==> src/rtl/adc_chmode_pkg.sv <==
package adc_chmode_pkg;
  localparam int unsigned CTRL_W   = 8;
  localparam int unsigned MONO_BIT = 7;
  localparam int unsigned PICK_BIT = 6;
  localparam int unsigned INB_BIT  = 1;
  localparam int unsigned NUM_SLOT = 2;

  typedef struct packed {
    logic mono;
    logic pick_r;
    logic in_b;
  } chmode_t;

  function automatic chmode_t decode_ctrl(input logic [CTRL_W-1:0] c);
    chmode_t m;
    m.mono   = c[MONO_BIT];
    m.pick_r = c[PICK_BIT];
    m.in_b   = c[INB_BIT];
    return m;
  endfunction
endpackage

==> src/rtl/adc_fmt_sample_hold.sv <==
module adc_fmt_sample_hold #(
  parameter int unsigned DATA_W = 24
) (
  input  logic              clk_i,
  input  logic              rst_ni,
  input  logic              vld_i,
  input  logic [DATA_W-1:0] l_i,
  input  logic [DATA_W-1:0] r_i,
  output logic [DATA_W-1:0] cand_l_o,
  output logic [DATA_W-1:0] cand_r_o
);
  logic [DATA_W-1:0] hold_l_q, hold_r_q;

  always_ff @(posedge clk_i or negedge rst_ni) begin
    if (!rst_ni) begin
      hold_l_q <= '0;
      hold_r_q <= '0;
    end else if (vld_i) begin
      hold_l_q <= l_i;
      hold_r_q <= r_i;
    end
  end

  // same-cycle bypass so a pair landing on the boundary is not lost
  assign cand_l_o = vld_i ? l_i : hold_l_q;
  assign cand_r_o = vld_i ? r_i : hold_r_q;
endmodule

==> src/rtl/adc_fmt_mode_reg.sv <==
module adc_fmt_mode_reg
  import adc_chmode_pkg::*;
(
  input  logic              clk_i,
  input  logic              rst_ni,
  input  logic              load_i,
  input  logic [CTRL_W-1:0] ctrl_i,
  output chmode_t           mode_d_o,
  output chmode_t           mode_q_o
);
  chmode_t mode_q;

  assign mode_d_o = decode_ctrl(ctrl_i);

  always_ff @(posedge clk_i or negedge rst_ni) begin
    if (!rst_ni)     mode_q <= '0;
    else if (load_i) mode_q <= mode_d_o;
  end

  assign mode_q_o = mode_q;

  assert_mode_hold_R6: assert property (@(posedge clk_i) disable iff (!rst_ni)
    !load_i |=> $stable(mode_q));
endmodule

==> src/rtl/adc_fmt_slot_route.sv <==
module adc_fmt_slot_route
  import adc_chmode_pkg::*;
#(
  parameter int unsigned DATA_W = 24
) (
  input  chmode_t           mode_i,
  input  logic [DATA_W-1:0] l_i,
  input  logic [DATA_W-1:0] r_i,
  output logic [NUM_SLOT-1:0][DATA_W-1:0] slot_o
);
  logic [DATA_W-1:0] pick;
  assign pick = mode_i.pick_r ? r_i : l_i;

  for (genvar s = 0; s < NUM_SLOT; s++) begin : g_slot
    if (s == 0) begin : g_first
      assign slot_o[s] = mode_i.mono ? pick : l_i;
    end else begin : g_second
      assign slot_o[s] = mode_i.mono ? pick : r_i;
    end
  end
endmodule

==> src/rtl/adc_chmode_fmt.sv <==
module adc_chmode_fmt
  import adc_chmode_pkg::*;
#(
  parameter int unsigned DATA_W = 24
) (
  input  logic              clk_i,
  input  logic              rst_ni,
  input  logic [7:0]        ctrl_i,
  input  logic              frame_start_i,
  input  logic              half_i,
  input  logic              smp_vld_i,
  input  logic [DATA_W-1:0] smp_l_i,
  input  logic [DATA_W-1:0] smp_r_i,
  output logic [DATA_W-1:0] word_o,
  output logic              mono_o,
  output logic              in_b_o
);
  logic [DATA_W-1:0] cand_l, cand_r;
  chmode_t mode_d, mode_q;
  logic [NUM_SLOT-1:0][DATA_W-1:0] slot_d, slot_q;

  adc_fmt_sample_hold #(.DATA_W(DATA_W)) u_hold (
    .clk_i(clk_i), .rst_ni(rst_ni), .vld_i(smp_vld_i),
    .l_i(smp_l_i), .r_i(smp_r_i),
    .cand_l_o(cand_l), .cand_r_o(cand_r)
  );

  adc_fmt_mode_reg u_mode (
    .clk_i(clk_i), .rst_ni(rst_ni), .load_i(frame_start_i),
    .ctrl_i(ctrl_i), .mode_d_o(mode_d), .mode_q_o(mode_q)
  );

  // route with the incoming mode so slots and mode switch on the same edge
  adc_fmt_slot_route #(.DATA_W(DATA_W)) u_route (
    .mode_i(mode_d), .l_i(cand_l), .r_i(cand_r), .slot_o(slot_d)
  );

  always_ff @(posedge clk_i or negedge rst_ni) begin
    if (!rst_ni)            slot_q <= '0;
    else if (frame_start_i) slot_q <= slot_d;
  end

  assign word_o = slot_q[half_i];
  assign mono_o = mode_q.mono;
  assign in_b_o = mode_q.in_b;

  assert_mono_dup_R3: assert property (@(posedge clk_i) disable iff (!rst_ni)
    mode_q.mono |-> (slot_q[0] == slot_q[1]));

  assert_slot_hold_R7: assert property (@(posedge clk_i) disable iff (!rst_ni)
    !frame_start_i |=> $stable(slot_q));

  assert_stereo_map_R2: assert property (@(posedge clk_i) disable iff (!rst_ni)
    (frame_start_i && !ctrl_i[MONO_BIT]) |=>
      (slot_q[0] == $past(cand_l) && slot_q[1] == $past(cand_r)));

  assert_pick_right_R4: assert property (@(posedge clk_i) disable iff (!rst_ni)
    (frame_start_i && ctrl_i[MONO_BIT] && ctrl_i[PICK_BIT]) |=>
      (slot_q[0] == $past(cand_r)));
endmodule

==> config.mk <==
export PLATFORM = sky130hd
export DESIGN_NAME = adc_chmode_fmt
export DESIGN_NICKNAME = d
export VERILOG_FILES = /design/src/rtl/adc_chmode_pkg.sv /design/src/rtl/adc_fmt_sample_hold.sv /design/src/rtl/adc_fmt_mode_reg.sv /design/src/rtl/adc_fmt_slot_route.sv /design/src/rtl/adc_chmode_fmt.sv
export SDC_FILE = /design/constraint.sdc
export NUM_CORES = 1
export LEC_CHECK = 0
export ABC_AREA = 0
export BUFFER_PORTS_ARGS = -buffer_cell sky130_fd_sc_hd__buf_2
export CAP_MARGIN = 10
export CORE_MARGIN = 3
export CORE_UTILIZATION = 45
export CTS_CLUSTER_SIZE = 12
export DETAILED_ROUTE_END_ITERATION = 6
export PLACE_DENSITY_LB_ADDON = 0.08
export SLEW_MARGIN = 0
export SYNTH_ARGS = -nofsm -noshare
export SYNTH_HDL_FRONTEND = slang
export SYNTH_SLANG_ARGS = --single-unit
==> constraint.sdc <==
create_clock -name clk_i -period 1.76 [get_ports clk_i]
set_input_delay 0.176 -clock clk_i [delete_from_list [all_inputs] [get_ports clk_i]]
set_output_delay 0.176 -clock clk_i [all_outputs]
set_load 0.005 [all_outputs]
* Word level (Yosys, flattened, before mapping)
Cells that the tools add are included.
** Word-level totals
- Bits in registers :: 98
- Input port bits :: 61
- Output and inout port bits :: 26
- Word-level logic and storage cells :: 14
** Cells by class
- Order comparisons :: 1
- Multiplexer cells :: 7
** Operator list (count)
- two-way mux 24 bit :: 7
- less-than comparator 1 x 2 -> 1 bit (second input constant) :: 1

* Depth between registers and ports, before layout
- Depth in word-level cells :: 3
- Gate-level depth with buffers :: 5
- Depth with buffers taken out :: 3

* By module
Synthesis repeated with hierarchy kept, for this count alone.
** Unflattened totals
- Cell total of the unflattened synthesis :: 293
- Area, all modules :: 4859.7 um^2
** By module, submodules not included
- adc_chmode_fmt :: instances 1, cells an instance 128, area each 2158.3 um^2, sequential area each 1201.2 um^2
- adc_fmt_sample_hold :: instances 1, cells an instance 101, area each 1860.5 um^2, sequential area each 1201.2 um^2
- adc_fmt_slot_route :: instances 1, cells an instance 55, area each 709.4 um^2, sequential area each 0.0 um^2
- adc_fmt_mode_reg :: instances 1, cells an instance 9, area each 131.4 um^2, sequential area each 75.1 um^2

* Worst setup path after synthesis
No wires, ideal clock.
- Path kind :: input -> register
- From :: input port smp_vld_i
- To :: register slot_q[10] in the netlist's numbering
- Setup time :: 0.146 ns
- Arrival time :: 0.926 ns
- Required time :: 1.614 ns
- Path slack :: 0.688 ns
- Stages on the path :: 5
- Buffers on the path :: 3
- Path through :: buf_6 buf_8 buf_12 mux2i_1 o221ai_1
** Between the ends
- Word-level cells in the longest chain between the ends :: 3
- Elaborated cells on any way between the ends :: 4
- Those cells by class :: mux (4)
** Ends and longest elaborated chain
- start: declaration :: line adc_chmode_fmt.sv:11 : input logic smp_vld_i,
- two-way mux 24 bit (on tied branches)
- two-way mux 24 bit :: line adc_fmt_slot_route.sv:12 : assign pick = mode_i.pick_r ? r_i : l_i;
- two-way mux 24 bit * :: line adc_fmt_slot_route.sv:16 : assign slot_o[s] = mode_i.mono ? pick : l_i;
- end signal: assignment :: line adc_chmode_fmt.sv:40 : else if (frame_start_i) slot_q <= slot_d;
- end: declaration :: line adc_chmode_fmt.sv:20 : logic [NUM_SLOT-1:0][DATA_W-1:0] slot_d, slot_q;
Mark *: on every way between the ends. The rest lies on a longest branch, timed or not.
A chain may end at the register's enable or synchronous reset.

* Worst setup path after layout
- From :: register slot_q[0] in the netlist's numbering
- To :: output port word_o[0]
** Between the ends
- Word-level cells in the longest chain between the ends :: 2
** Ends and longest elaborated chain
- two-way mux 24 bit (not written as such) (2 in a row) :: line adc_chmode_fmt.sv:43 : assign word_o = slot_q[half_i];
- end: declaration :: line adc_chmode_fmt.sv:14 : output logic [DATA_W-1:0] word_o,
Every way passes these cells. The select of a mux whose other input is x is not followed.

==> out/metrics.cfg <==
[timing]
rsz0062_at_grt=no
finalSetupTns_ns=0
slew_violations=0
post-route-min-period_ns=1.34
worst_pin_slew_ns=0.712
fin_crit_sh_pct=75.9
setup_viol=0
max_clock_freq_mhz=749
fin_ws_ns=0.425
slew_headroom_pct=52.5
finalClockSkew_ns=0.00686
finalHoldViolCount=0

[synth]
ys_ff_latch=98
synth_warnings=0
syn_inst=345
syn_area_per_cell_um2=12.5
synthMuxAreaShare_pct=18.1
synth_top_family_by_area=multiplexers
synthXorXnorAreaFrac_pct=0
yosys.area.top_type_share_pct=56.7
ys_seq_area_share_pct=56.7
synthAdderAreaFrac_pct=0
yosys.area.top_type=dfrtp_1
synth_nets=406
synth_area_leaders=dfrtp_1 57%, mux2i_1 10%, o221ai_1 9.7%, nand2b_1 6.9%, mux2_2 6.8%
ys_types=17
synth_area_um2=4330
synth-simple-area-share_pct=7.40
synth-compound-area-share_pct=9.92

[layout]
fillers=827
fin_cells=560
ff_latch_area_um2=2450
antennaDiodeCount=0
multi_input_area_um2=1530
nNetsFinal=488
area.growth.synth_to_final_pct=17.5
drive_above_1_share_pct=31.8

[min_path]
holdCritPathClass=in -> reg

[clock_tree]
cts-root-buf=clkbuf_8
tritoncts=done
clk_pin_slew_ns=0.09
clock_latency_ns=0.36
cts_made_buffers=9
htreeDepth=3
cts_sinks=98
post_cts_buffers=0
cts_buffer_depth=2

[power_and_ir_drop]
p_leak_nw=2.52
irDropWorstVdd_mv=0.431
cellPowerDensity_nw_per_um2=968

[routing]
ant_nets=0
drt-initial-drc-count=88
routedWlPerCell_um=17.0
dr.pass1.iters=4
drc_errors=0
num_vias=2875
totalWireLength_mm=9.54
routed_via_density=5.13

[floorplan]
rows=35
dieArea_um2=10800
core-area_um2=9280
start_util_pct=46.6
fp.dieW_um=104
die_h_um=104
boundaryPins=87

[critical_path]
cpMaxStageDelayCell=dfrtp_1
worst-path-max-fanout=2
end_kind=primary output
worstSetupPathType=reg -> out
crit_family=flip-flops
cp.required_ns=1.58
crit_chain=mux2_2 -> buf_2
critPathBufInv=1
crit_path_max_incr_delay_ns=0.40
cp.arrival_ns=1.16
start_kind=register

[grt]
grtUsageMet3_pct=3.97
grt-ovfl-total=0
grt_max_degree=49
met1_usage_pct=26.0
grt_busiest_layer=met2
grt_antenna_before_repair=0
grt.total_usage_pct=18.3
met2_usage_pct=28.1
first_global_vias=3069
grt_pass1_wl_mm=15.9

[placed_design]
place_congestion=0.726
numPlacedInstances=544
dpl_worst_slack_ns=0.314
numPortBuffers=81
hpwl_mm=6.28

[run]
max_cap_violations=0

[run_status]
status=complete, no violations

-- cell usage after synthesis (all sizes together) --
cell type / number
nand3: 1
mux2i: 48
clkbuf: 7
o21ai: 1
dfrtp: 98
buf: 16
nand2: 2
inv: 49
o221ai: 48
nand3b: 1
nand2b: 48
mux2: 26
-- stage by stage --
step	total power [mW]	area, um^2	hold slack (ns)	utilization (%)
after detailed placement	3.53	4880	0.175	52.6
after global routing	5.20	5080	0.0311	54.8
final	4.92	5080	0.0464	54.8
after CTS	4.99	5080	0.0285	54.8
after floorplan	3.17	4330	-0.120	-
after global placement	3.50	4880	0.183	52.6
-- flip-flops by register name, summed over array words and instances, names as in the netlist --
name and count:
u_hold.hold_l_q 24, slot_q 48, u_hold.hold_r_q 24, u_mode.mode_q_o 2
-- worst paths after layout --
| check | from | end | slack [ns] | cells after the start |
|---|---|---|---|---|
| setup / recovery | slot_q[0]$_DFFE_PN0P_ | word_o[0] | 0.42 | 2 |
| hold / removal | ctrl_i[1] | u_mode.mode_q_o[0]$_DFFE_PN0P_ | 0.05 | 2 |
| setup reg to reg | u_hold.hold_r_q[0]$_DFF_PN0_ | slot_q[24]$_DFFE_PN0P_ | 0.79 | 2 |
| hold reg to reg | slot_q[16]$_DFFE_PN0P_ | slot_q[16]$_DFFE_PN0P_ | 0.50 | 2 |
| max in group asynchronous | rst_ni | u_hold.hold_l_q[10]$_DFF_PN0_ | 0.77 | 3 |
| min in group asynchronous | rst_ni | u_hold.hold_r_q[6]$_DFF_PN0_ | 0.32 | 2 |
-- worst register-to-register path: cells and delay by family (launching register included) --
| kind | cells | cell delay, ns |
|---|---|---|
| compound gates | 1 | 0.18 |
| flops | 1 | 0.37 |
| mux | 1 | 0.28 |
-- per-layer routing --
layer / wire length, um / part of all wire, %
met1: 4620 / 48
met2: 4490 / 47
met3: 386 / 4.0
met4: 50 / 0.52
met5: 0 / 0
-- final cells by class --
type | instances | share of cell area (%)
Multi-Input combinational cell | 175 | 30.2
Sequential cell | 98 | 48.2
Tap cell | 129 | 3.17
Inverter | 49 | 3.62
Clock inverter | 4 | 1.03
Clock buffer | 11 | 2.78
Timing Repair Buffer | 94 | 11.0
-- cells in the final DEF, fill, tap and decap left out --
cell,count
dlygate4sd3_1,1
buf_2,80
nand2b_1,48
nand3_1,1
buf_12,4
clkinvlp_4,3
mux2i_2,3
bufinv_16,1
buf_4,9
clkbuf_1,1
clkbuf_8,10
mux2_2,26
o21ai_2,1
dfrtp_1,98
o221ai_1,48
nand3b_1,1
mux2i_1,45
nand2_1,2
inv_1,49
-- cells by family (layout without fill, tap and decap cells) --
family / Yosys count / after routing
AND/OR/NAND/NOR: 52 / 52
multiplexers: 74 / 74
buffers and inverters: 72 / 158
AO/OA/AOI/OAI: 49 / 49
flip-flops: 98 / 98
-- power by group --
group / internal [mW] / total [mW] / switching, mW / leakage (nW)
clock network: 0.689 / 1.45 / 0.759 / 0.0877
registers: 2.52 / 2.63 / 0.109 / 1.17
logic: 0.412 / 0.844 / 0.433 / 1.26
total: 3.62 / 4.92 / 1.30 / 2.52
-- what timing repair did --
| action | in CTS | in global routing |
|---|---|---|
| hold endpoints to repair | 35 | 0 |
| hold buffers | 1 | 0 |
| gates resized for setup | 0 | 0 |
Power figures use the tool's default switching activity.
